==> config.mk <==
export PLATFORM = sky130hd
export DESIGN_NAME = bootrom_port_ctrl
export DESIGN_NICKNAME = d
export VERILOG_FILES = /design/src/rtl/brp_pkg.sv /design/src/rtl/brp_timer.sv /design/src/rtl/brp_pinmux.sv /design/src/rtl/brp_sequencer.sv /design/src/rtl/bootrom_port_ctrl.sv
export SDC_FILE = /design/constraint.sdc
export NUM_CORES = 1
export LEC_CHECK = 0
export BUFFER_PORTS_ARGS = -buffer_cell sky130_fd_sc_hd__buf_4
export CAP_MARGIN = 25
export CELL_PAD_IN_SITES_DETAIL_PLACEMENT = 1
export CELL_PAD_IN_SITES_GLOBAL_PLACEMENT = 1
export CORE_MARGIN = 10
export CORE_UTILIZATION = 36
export DETAILED_ROUTE_END_ITERATION = 10
export HOLD_SLACK_MARGIN = 0.1
export PLACE_DENSITY_LB_ADDON = 0.1
export SLEW_MARGIN = 20
export SYNTH_ARGS = -nofsm -noshare
export SYNTH_HDL_FRONTEND = slang
export SYNTH_HIERARCHICAL = 1
export SYNTH_SLANG_ARGS = --single-unit
==> constraint.sdc <==
create_clock -name clk -period 1.8 [get_ports clk]
set_input_delay 0.45 -clock clk [delete_from_list [all_inputs] [get_ports clk]]
set_output_delay 0.45 -clock clk [all_outputs]
set_load 0.01 [all_outputs]
==> src/rtl/brp_pkg.sv <==
package brp_pkg;
  localparam int ADDR_W = 18;
  localparam int BYTE_W = 8;
  typedef enum logic [1:0] {PH_IDLE, PH_ALO, PH_AHI, PH_DATA} phase_e;
endpackage

==> src/rtl/brp_timer.sv <==
module brp_timer #(
  parameter int LEN_W = 4
) (
  input  logic             clk,
  input  logic             rst_n,
  input  logic             run,
  input  logic [LEN_W-1:0] len_m1,
  output logic             last
);
  logic [LEN_W-1:0] cnt;

  assign last = run && (cnt == len_m1);

  always_ff @(posedge clk or negedge rst_n) begin
    if (!rst_n)              cnt <= '0;
    else if (!run || last)   cnt <= '0;
    else                     cnt <= cnt + 1'b1;
  end

  // counter stays within the latched phase length
  a_r3_cnt_bound: assert property (@(posedge clk) disable iff (!rst_n)
    run |-> (cnt <= len_m1));
endmodule

==> src/rtl/brp_pinmux.sv <==
module brp_pinmux
  import brp_pkg::*;
(
  input  logic              clk,
  input  logic              rst_n,
  input  phase_e            phase,
  input  logic              last,
  input  logic [ADDR_W-1:0] addr,
  input  logic              write,
  input  logic [BYTE_W-1:0] wdata,
  output logic [BYTE_W-1:0] ad_o,
  output logic              ad_oe,
  output logic [1:0]        aux,
  output logic              sel_n
);
  always_comb begin
    ad_o  = '0;
    ad_oe = 1'b0;
    aux   = 2'b00;
    sel_n = 1'b1;
    case (phase)
      PH_ALO: begin
        ad_o  = {addr[7:2], ~write, write};
        ad_oe = 1'b1;
        aux   = {last, addr[16]};
        sel_n = 1'b0;
      end
      PH_AHI: begin
        ad_o  = addr[15:8];
        ad_oe = 1'b1;
        aux   = {last, addr[17]};
        sel_n = 1'b0;
      end
      PH_DATA: begin
        ad_o  = write ? wdata : '0;
        ad_oe = write;
        aux   = addr[1:0];
        sel_n = 1'b0;
      end
      default: ;
    endcase
  end

  // nothing driven while deselected
  a_r1_release_idle: assert property (@(posedge clk) disable iff (!rst_n)
    sel_n |-> (!ad_oe && aux == 2'b00));
  // read data phase leaves the path floating
  a_r7_read_float: assert property (@(posedge clk) disable iff (!rst_n)
    (phase == PH_DATA && !write) |-> !ad_oe);
endmodule

==> src/rtl/brp_sequencer.sv <==
module brp_sequencer
  import brp_pkg::*;
#(
  parameter int LEN_W = 4
) (
  input  logic              clk,
  input  logic              rst_n,
  input  logic              req_valid,
  input  logic [ADDR_W-1:0] req_addr,
  input  logic              req_write,
  input  logic [BYTE_W-1:0] req_wdata,
  input  logic [LEN_W-1:0]  phase_len,
  input  logic [BYTE_W-1:0] rom_ad_i,
  input  logic              last,
  output phase_e            phase,
  output logic [LEN_W-1:0]  len_m1,
  output logic [ADDR_W-1:0] addr_q,
  output logic              write_q,
  output logic [BYTE_W-1:0] wdata_q,
  output logic              req_ready,
  output logic              busy,
  output logic              rsp_valid,
  output logic [BYTE_W-1:0] rsp_data
);
  logic accept;

  assign req_ready = (phase == PH_IDLE);
  assign busy      = (phase != PH_IDLE);
  assign accept    = req_valid && req_ready;

  always_ff @(posedge clk or negedge rst_n) begin
    if (!rst_n) begin
      phase     <= PH_IDLE;
      len_m1    <= '0;
      addr_q    <= '0;
      write_q   <= 1'b0;
      wdata_q   <= '0;
      rsp_valid <= 1'b0;
      rsp_data  <= '0;
    end else begin
      rsp_valid <= (phase == PH_DATA) && last;
      if (accept) begin
        phase   <= PH_ALO;
        len_m1  <= (phase_len == '0) ? '0 : phase_len - 1'b1;
        addr_q  <= req_addr;
        write_q <= req_write;
        wdata_q <= req_wdata;
      end else if (last) begin
        case (phase)
          PH_ALO:  phase <= PH_AHI;
          PH_AHI:  phase <= PH_DATA;
          default: phase <= PH_IDLE;
        endcase
        if (phase == PH_DATA && !write_q) rsp_data <= rom_ad_i;
      end
    end
  end

  // a taken request starts an access next cycle
  a_r2_accept_busy: assert property (@(posedge clk) disable iff (!rst_n)
    (req_valid && req_ready) |=> busy);
  // completion pulse is one cycle wide
  a_r8_done_single: assert property (@(posedge clk) disable iff (!rst_n)
    rsp_valid |=> !rsp_valid);
  // completion only follows a data phase
  a_r8_done_after_data: assert property (@(posedge clk) disable iff (!rst_n)
    rsp_valid |-> ($past(phase) == PH_DATA && !busy));
endmodule

==> src/rtl/bootrom_port_ctrl.sv <==
module bootrom_port_ctrl
  import brp_pkg::*;
#(
  parameter int LEN_W = 4
) (
  input  logic              clk,
  input  logic              rst_n,
  input  logic              req_valid,
  output logic              req_ready,
  input  logic [ADDR_W-1:0] req_addr,
  input  logic              req_write,
  input  logic [BYTE_W-1:0] req_wdata,
  input  logic [LEN_W-1:0]  phase_len,
  output logic              busy,
  output logic              rsp_valid,
  output logic [BYTE_W-1:0] rsp_data,
  output logic [BYTE_W-1:0] rom_ad_o,
  output logic              rom_ad_oe,
  input  logic [BYTE_W-1:0] rom_ad_i,
  output logic [1:0]        rom_aux,
  output logic              rom_sel_n
);
  phase_e            phase;
  logic              last;
  logic [LEN_W-1:0]  len_m1;
  logic [ADDR_W-1:0] addr_q;
  logic              write_q;
  logic [BYTE_W-1:0] wdata_q;

  brp_sequencer #(.LEN_W(LEN_W)) i_seq (
    .clk(clk), .rst_n(rst_n), .req_valid(req_valid), .req_addr(req_addr),
    .req_write(req_write), .req_wdata(req_wdata), .phase_len(phase_len),
    .rom_ad_i(rom_ad_i), .last(last), .phase(phase), .len_m1(len_m1),
    .addr_q(addr_q), .write_q(write_q), .wdata_q(wdata_q),
    .req_ready(req_ready), .busy(busy), .rsp_valid(rsp_valid),
    .rsp_data(rsp_data)
  );

  brp_timer #(.LEN_W(LEN_W)) i_tmr (
    .clk(clk), .rst_n(rst_n), .run(phase != PH_IDLE), .len_m1(len_m1),
    .last(last)
  );

  brp_pinmux i_mux (
    .clk(clk), .rst_n(rst_n), .phase(phase), .last(last), .addr(addr_q),
    .write(write_q), .wdata(wdata_q), .ad_o(rom_ad_o), .ad_oe(rom_ad_oe),
    .aux(rom_aux), .sel_n(rom_sel_n)
  );

  // select and busy agree for the whole access
  a_r3_sel_busy: assert property (@(posedge clk) disable iff (!rst_n)
    (!rom_sel_n) == busy);
endmodule

# Yosys cells after proc, flatten, opt, wreduce, memory -nomap -nowiden
# Cells that the tools add are included.
[op_classes]
n_addsub = 2
eq_ne = 4
mux = 10
n_bitwise = 2
reduce_logical = 14
[ops]
columns = ["op", "n"]
rows = [
  ["$pmux 8 s3", 1],
  ["$mux 4", 2],
  ["$mux 8", 1],
  ["$pmux 2 s3", 1],
  ["$add 4x1->4 const B", 1],
  ["$eq 2x2->1 const B", 2],
  ["$eq 4x4->1", 1],
  ["$logic_and 1x1->1", 4],
  ["$logic_not 4->1", 1],
  ["$mux 2", 2],
  ["$pmux 2 s2", 1],
  ["$reduce_bool 2->1", 2],
  ["$sub 4x1->4 const B", 1],
  ["$reduce_and 3->1", 1],
  ["$reduce_or 3->1", 1],
  ["$eq 2x1->1 const B", 1],
  ["$logic_not 1->1", 2],
  ["$logic_not 2->1", 1],
  ["$not 1->1", 2],
  ["$pmux 1 s2", 1],
  ["$reduce_or 2->1", 1],
  ["$logic_or 1x1->1", 1],
  ["$mux 1", 1],
]
[totals]
reg_bits = 46
input_bits = 42
wordCells = 40

# Depth between registers and ports, before layout
[depth]
depth_word = 4
depth_mapped = 7
ltp_nobuf = 6

# Hierarchy
# Netlist, hierarchy kept.
[modules_own_cells]
columns = ["mod", "instances", "cells_per_inst", "area_per_inst_um2"]
rows = [
  ["brp_sequencer", 1, 110, 1659.1],
  ["brp_pinmux", 1, 43, 272.8],
  ["brp_timer", 1, 19, 221.5],
  ["bootrom_port_ctrl", 1, 1, 6.3],
]

# Worst setup path before layout
# Ideal clock, no wire load.
[synth_timing]
path_kind = "register to register"
startpoint = "register i_tmr.cnt[0]"
endpoint = "register i_seq.rsp_data[0]"
setup_ps = 125
t_arrival_ps = 1797
required_time_ps = 1675
setup_slack_ps = -122
path_stages_with_launch = 7
synth_period_minus_slack_ps = 1922
cell_sequence = "dfrtp_1 -> xnor2_1 -> nand4_2 -> nor2_1 -> and2_1 -> nor3b_4 -> mux2_2"
[synth_between]
elab_chain_len = 3
[synth_lines]
columns = ["item", "line_no", "source"]
rows = [
  ["start: declaration", "brp_timer.sv:10", "logic [LEN_W-1:0] cnt;"],
  ["start signal: assignment", "brp_timer.sv:17", "else cnt <= cnt + 1'b1;"],
  ["$eq 4x4->1", "brp_timer.sv:12", "assign last = run && (cnt == len_m1);"],
  ["$logic_and 1x1->1", "brp_timer.sv:12", ""],
  ["via last", "bootrom_port_ctrl.sv:24", "logic last;"],
  ["$reduce_and 3->1 (no source line)", "-", ""],
  ["end signal: assignment", "brp_sequencer.sv:54", "if (phase == PH_DATA && !write_q) rsp_data <= rom_ad_i;"],
  ["end: declaration", "brp_sequencer.sv:23", "output logic [BYTE_W-1:0] rsp_data"],
]
# The timed path passes the listed nets, and every way through them passes these cells.
# A chain may end at the register's enable or synchronous reset.

# Final worst setup path
[layout_timing]
startpoint = "register i_seq.phase[1]"
endpoint = "output port rom_aux[0]"
[layout_between]
elab_chain_len = 2
[layout_lines]
columns = ["item", "line_no", "source"]
rows = [
  ["start: declaration", "brp_sequencer.sv:15", "output phase_e phase,"],
  ["start signal: assignment", "brp_sequencer.sv:33", "phase <= PH_IDLE;"],
  ["start signal: assignment", "brp_sequencer.sv:43", "phase <= PH_ALO;"],
  ["start signal: assignment", "brp_sequencer.sv:50", "PH_ALO: phase <= PH_AHI;"],
  ["$eq 2x2->1 or $eq 2x1->1 (tied branches)", "brp_pinmux.sv:21", "case (phase)"],
  ["$pmux 2 s3 (*)", "brp_pinmux.sv:21", ""],
  ["end: declaration", "bootrom_port_ctrl.sv:20", "output logic [1:0] rom_aux,"],
]
# Every way passes the cells marked *; elsewhere a longest branch is shown, timed or not.

==> flow_summary.ini <==
[setup_path]
cp.required_ns = 1.35
cp_slowest_cell = dfrtp_2
cp.arrival_ns = 1.66
crit_path_end_kind = output port
start_kind = register
r2r_slack_ns = -0.22
worstPathCellList = buf_6, ha_4, a222oi_1, nor2_1, buf_4
worst-path-max-fanout = 7
slowest_delay_ns = 0.48
worstSetupPathType = register to output port

[cells_and_area]
design_area_um2 = 3620
mostFrequentLayoutCells = buf_4 (83), dfrtp_1 (43), mux2_4 (31), buf_6 (18), nand2_1 (8)
fin_nets = 327
seq_area_um2 = 1150
final_common_cell = buf_4
layout.cells.non_filler = 353
area_growth_pct = 67.4
finalCoreUtilization_pct = 61.4
fillers = 583
diodes = 0
drive_gt1_share_pct = 69.8
multi_input_area_um2 = 1260

[drt]
drt_iter0_markers = 72
vias_per_cell = 5.07
dr.pass1.iters = 4
detail-route-antenna-nets = 0
wirelength_mm = 7.53
wire_per_inst_um = 21.3
drc = 0
vias = 1789

[logic_synthesis]
syn_avg_cell_area_um2 = 12.5
syn_nets = 223
synth_area_um2 = 2160
synth_top_area_share_pct = 53.3
ys_seq_elements = 46
ys_async_sr_fraction_pct = 100
syn_inst = 173
synth_top_area_cell = dfrtp_1
synth_edf_count = 0
synthTopCellsByArea = dfrtp_1 (53%), mux2_2 (18%), ha_1 (4.6%)
yosys_warnings = 6
ys_types = 31
yosysSeqAreaShare_pct = 53.3
synthFlopType = dfrtp_1

[job]
drv_cap = 0

[clocking]
cts_buffers = 5
cts_tree = done
cts_sinks = 46
clk_pin_slew_ns = 0.09
clk_latency_ns = 0.30
htreeDepth = 2
cts-root-buf = clkbuf_8
clk_path_buf_depth = 2

[power_and_ir_drop]
p_sw_share_pct = 35.3
combPwrFrac_pct = 56.1
pwr-share-seq_pct = 30.1
totalPowerFinal_mw = 6.88
p_sw_mw = 2.43
power_leakage_nw = 1.67
pwr-share-clk_pct = 13.8
power-per-cell-area_nw_per_um2 = 1900
power.internal_mw = 4.45
irDropWorstVdd_uv = 1020

[placement]
port_buffers = 64
dp_hpwl_mm = 4.41
dpl-instance-area_um2 = 2840
place_ws_ns = -0.155
place_congestion = 0.739
dpl.cell_count = 321

[hold_path]
hold_class = primary input to asynchronous set/reset pin

[sta]
setup_ws_ns = -0.305
final.setup.tns_ns = -4.47
holdWs_ns = 0.152
post-route-period-util_pct = 117
worst_pin_slew_ns = 0.592
hold_viol_final = 0
fmax_mhz = 475
maxSlewViolCount = 0
rsz0062_at_grt = true
slew_headroom_pct = 60.6
skew_ns = 0.00415
finalCriticalPeriod_ns = 2.11
setup-violations-final = 20

[global_routing]
grt_max_degree = 47
antenna_found_initial = 0
grt.overflow.total = 0
grt_pass1_wl_mm = 10.6
grt_pass1_vias = 2039
grt_use_total_pct = 13.4

[status]
violations = setup timing
status = finished, violations left

[floorplan]
dieWidth_um = 97.5
die_area_um2 = 9500
coreArea_um2 = 5890
ios = 65
initial_utilization_pct = 36.7
die_h_um = 97.5
rows = 28
## flip-flops by register name (all words and copies together), names as in the netlist
name / count
i_tmr/cnt: 4
i_seq/rsp_data: 8
i_seq/addr_q: 18
i_seq/phase: 2
i_seq/write_q: 1
i_seq/rsp_valid: 1
i_seq/len_m1: 4
i_seq/wdata_q: 8
## per-layer routing
metal / part of all wire, % / up-vias / track usage, %
met5: 0 / - / 0
met4: 1.8 / 0 / 5.59
met3: 4.4 / 10 / 4.13
met2: 51 / 48 / 22.6
met1: 42 / 909 / 15.2
li1: - / 822 / -
## cell usage after synthesis, drive strengths merged, types with 4 or more instances
cell and count:
a21oi 9, a22oi 7, buf 8, dfrtp 46, ha 8, inv 6
mux2 35, nand2 8, nand3 9, nor2 6, o21ai 4, xnor2 5
## power groups by stage
stage | sequential [mW] | combinational [mW] | clock, mW
final | 2.07 | 3.86 | 0.949
after detailed placement | 1.96 | 2.53 | 0
after global placement | 1.90 | 2.44 | 0
after global routing | 2.12 | 4.14 | 1.02
after floorplan | 1.86 | 1.42 | 0
after CTS | 1.97 | 3.18 | 0.976
## worst paths after layout
kind / startpoint / endpoint / cells after the start
worst max-delay path: i_seq/phase[1]$_DFFE_PN0P_ / rom_aux[0] / 5
worst min-delay path: rst_n / i_seq/rsp_data[7]$_DFFE_PN0P_ / 1
worst max register to register: i_tmr/cnt[2]$_DFF_PN0_ / i_seq/rsp_data[2]$_DFFE_PN0P_ / 9
worst min register to register: i_seq/rsp_data[7]$_DFFE_PN0P_ / i_seq/rsp_data[7]$_DFFE_PN0P_ / 1
max in group asynchronous: rst_n / i_seq/phase[1]$_DFFE_PN0P_ / 1
min in group clk: phase_len[0] / i_seq/len_m1[0]$_DFFE_PN0P_ / 2
## cell families (layout without fill, tap and decap cells)
kind of cell	count (synthesis)	after routing	synth area share, %
adders and majority gates	8	8	4.64
DFF	46	46	53.3
buffers and inverters	15	120	3.88
xor gates and xnor gates	6	6	2.43
muxes	35	35	18.3
and+or+nand+nor	35	35	9.27
AOI/OAI and AO/OA	28	28	8.23
## critical path: cells and delay by family (launching register included)
kind	cells	cell delay, ns
simple gates	1	0.07
fa+ha+maj	1	0.19
flops	1	0.48
buf+inv	2	0.29
compound gates	1	0.33
## area by class of cell
type,instances,area share (%)
Multi-Input combinational cell,112,34.7
Clock buffer,6,2.28
Tap cell,75,2.60
Clock inverter,2,1.66
Inverter,6,0.692
Sequential cell,46,31.9
Timing Repair Buffer,106,26.1
## repair_timing
item | in CTS | in global routing
resized for setup | 49 | 53
gates cloned | 1 | 2
pin swaps | 8 | 15
buffers inserted | 14 | 11
setup endpoints to repair | 26 | 49
hold buffers | 0 | 0
Note: power is estimated with default switching activity, not from simulation.
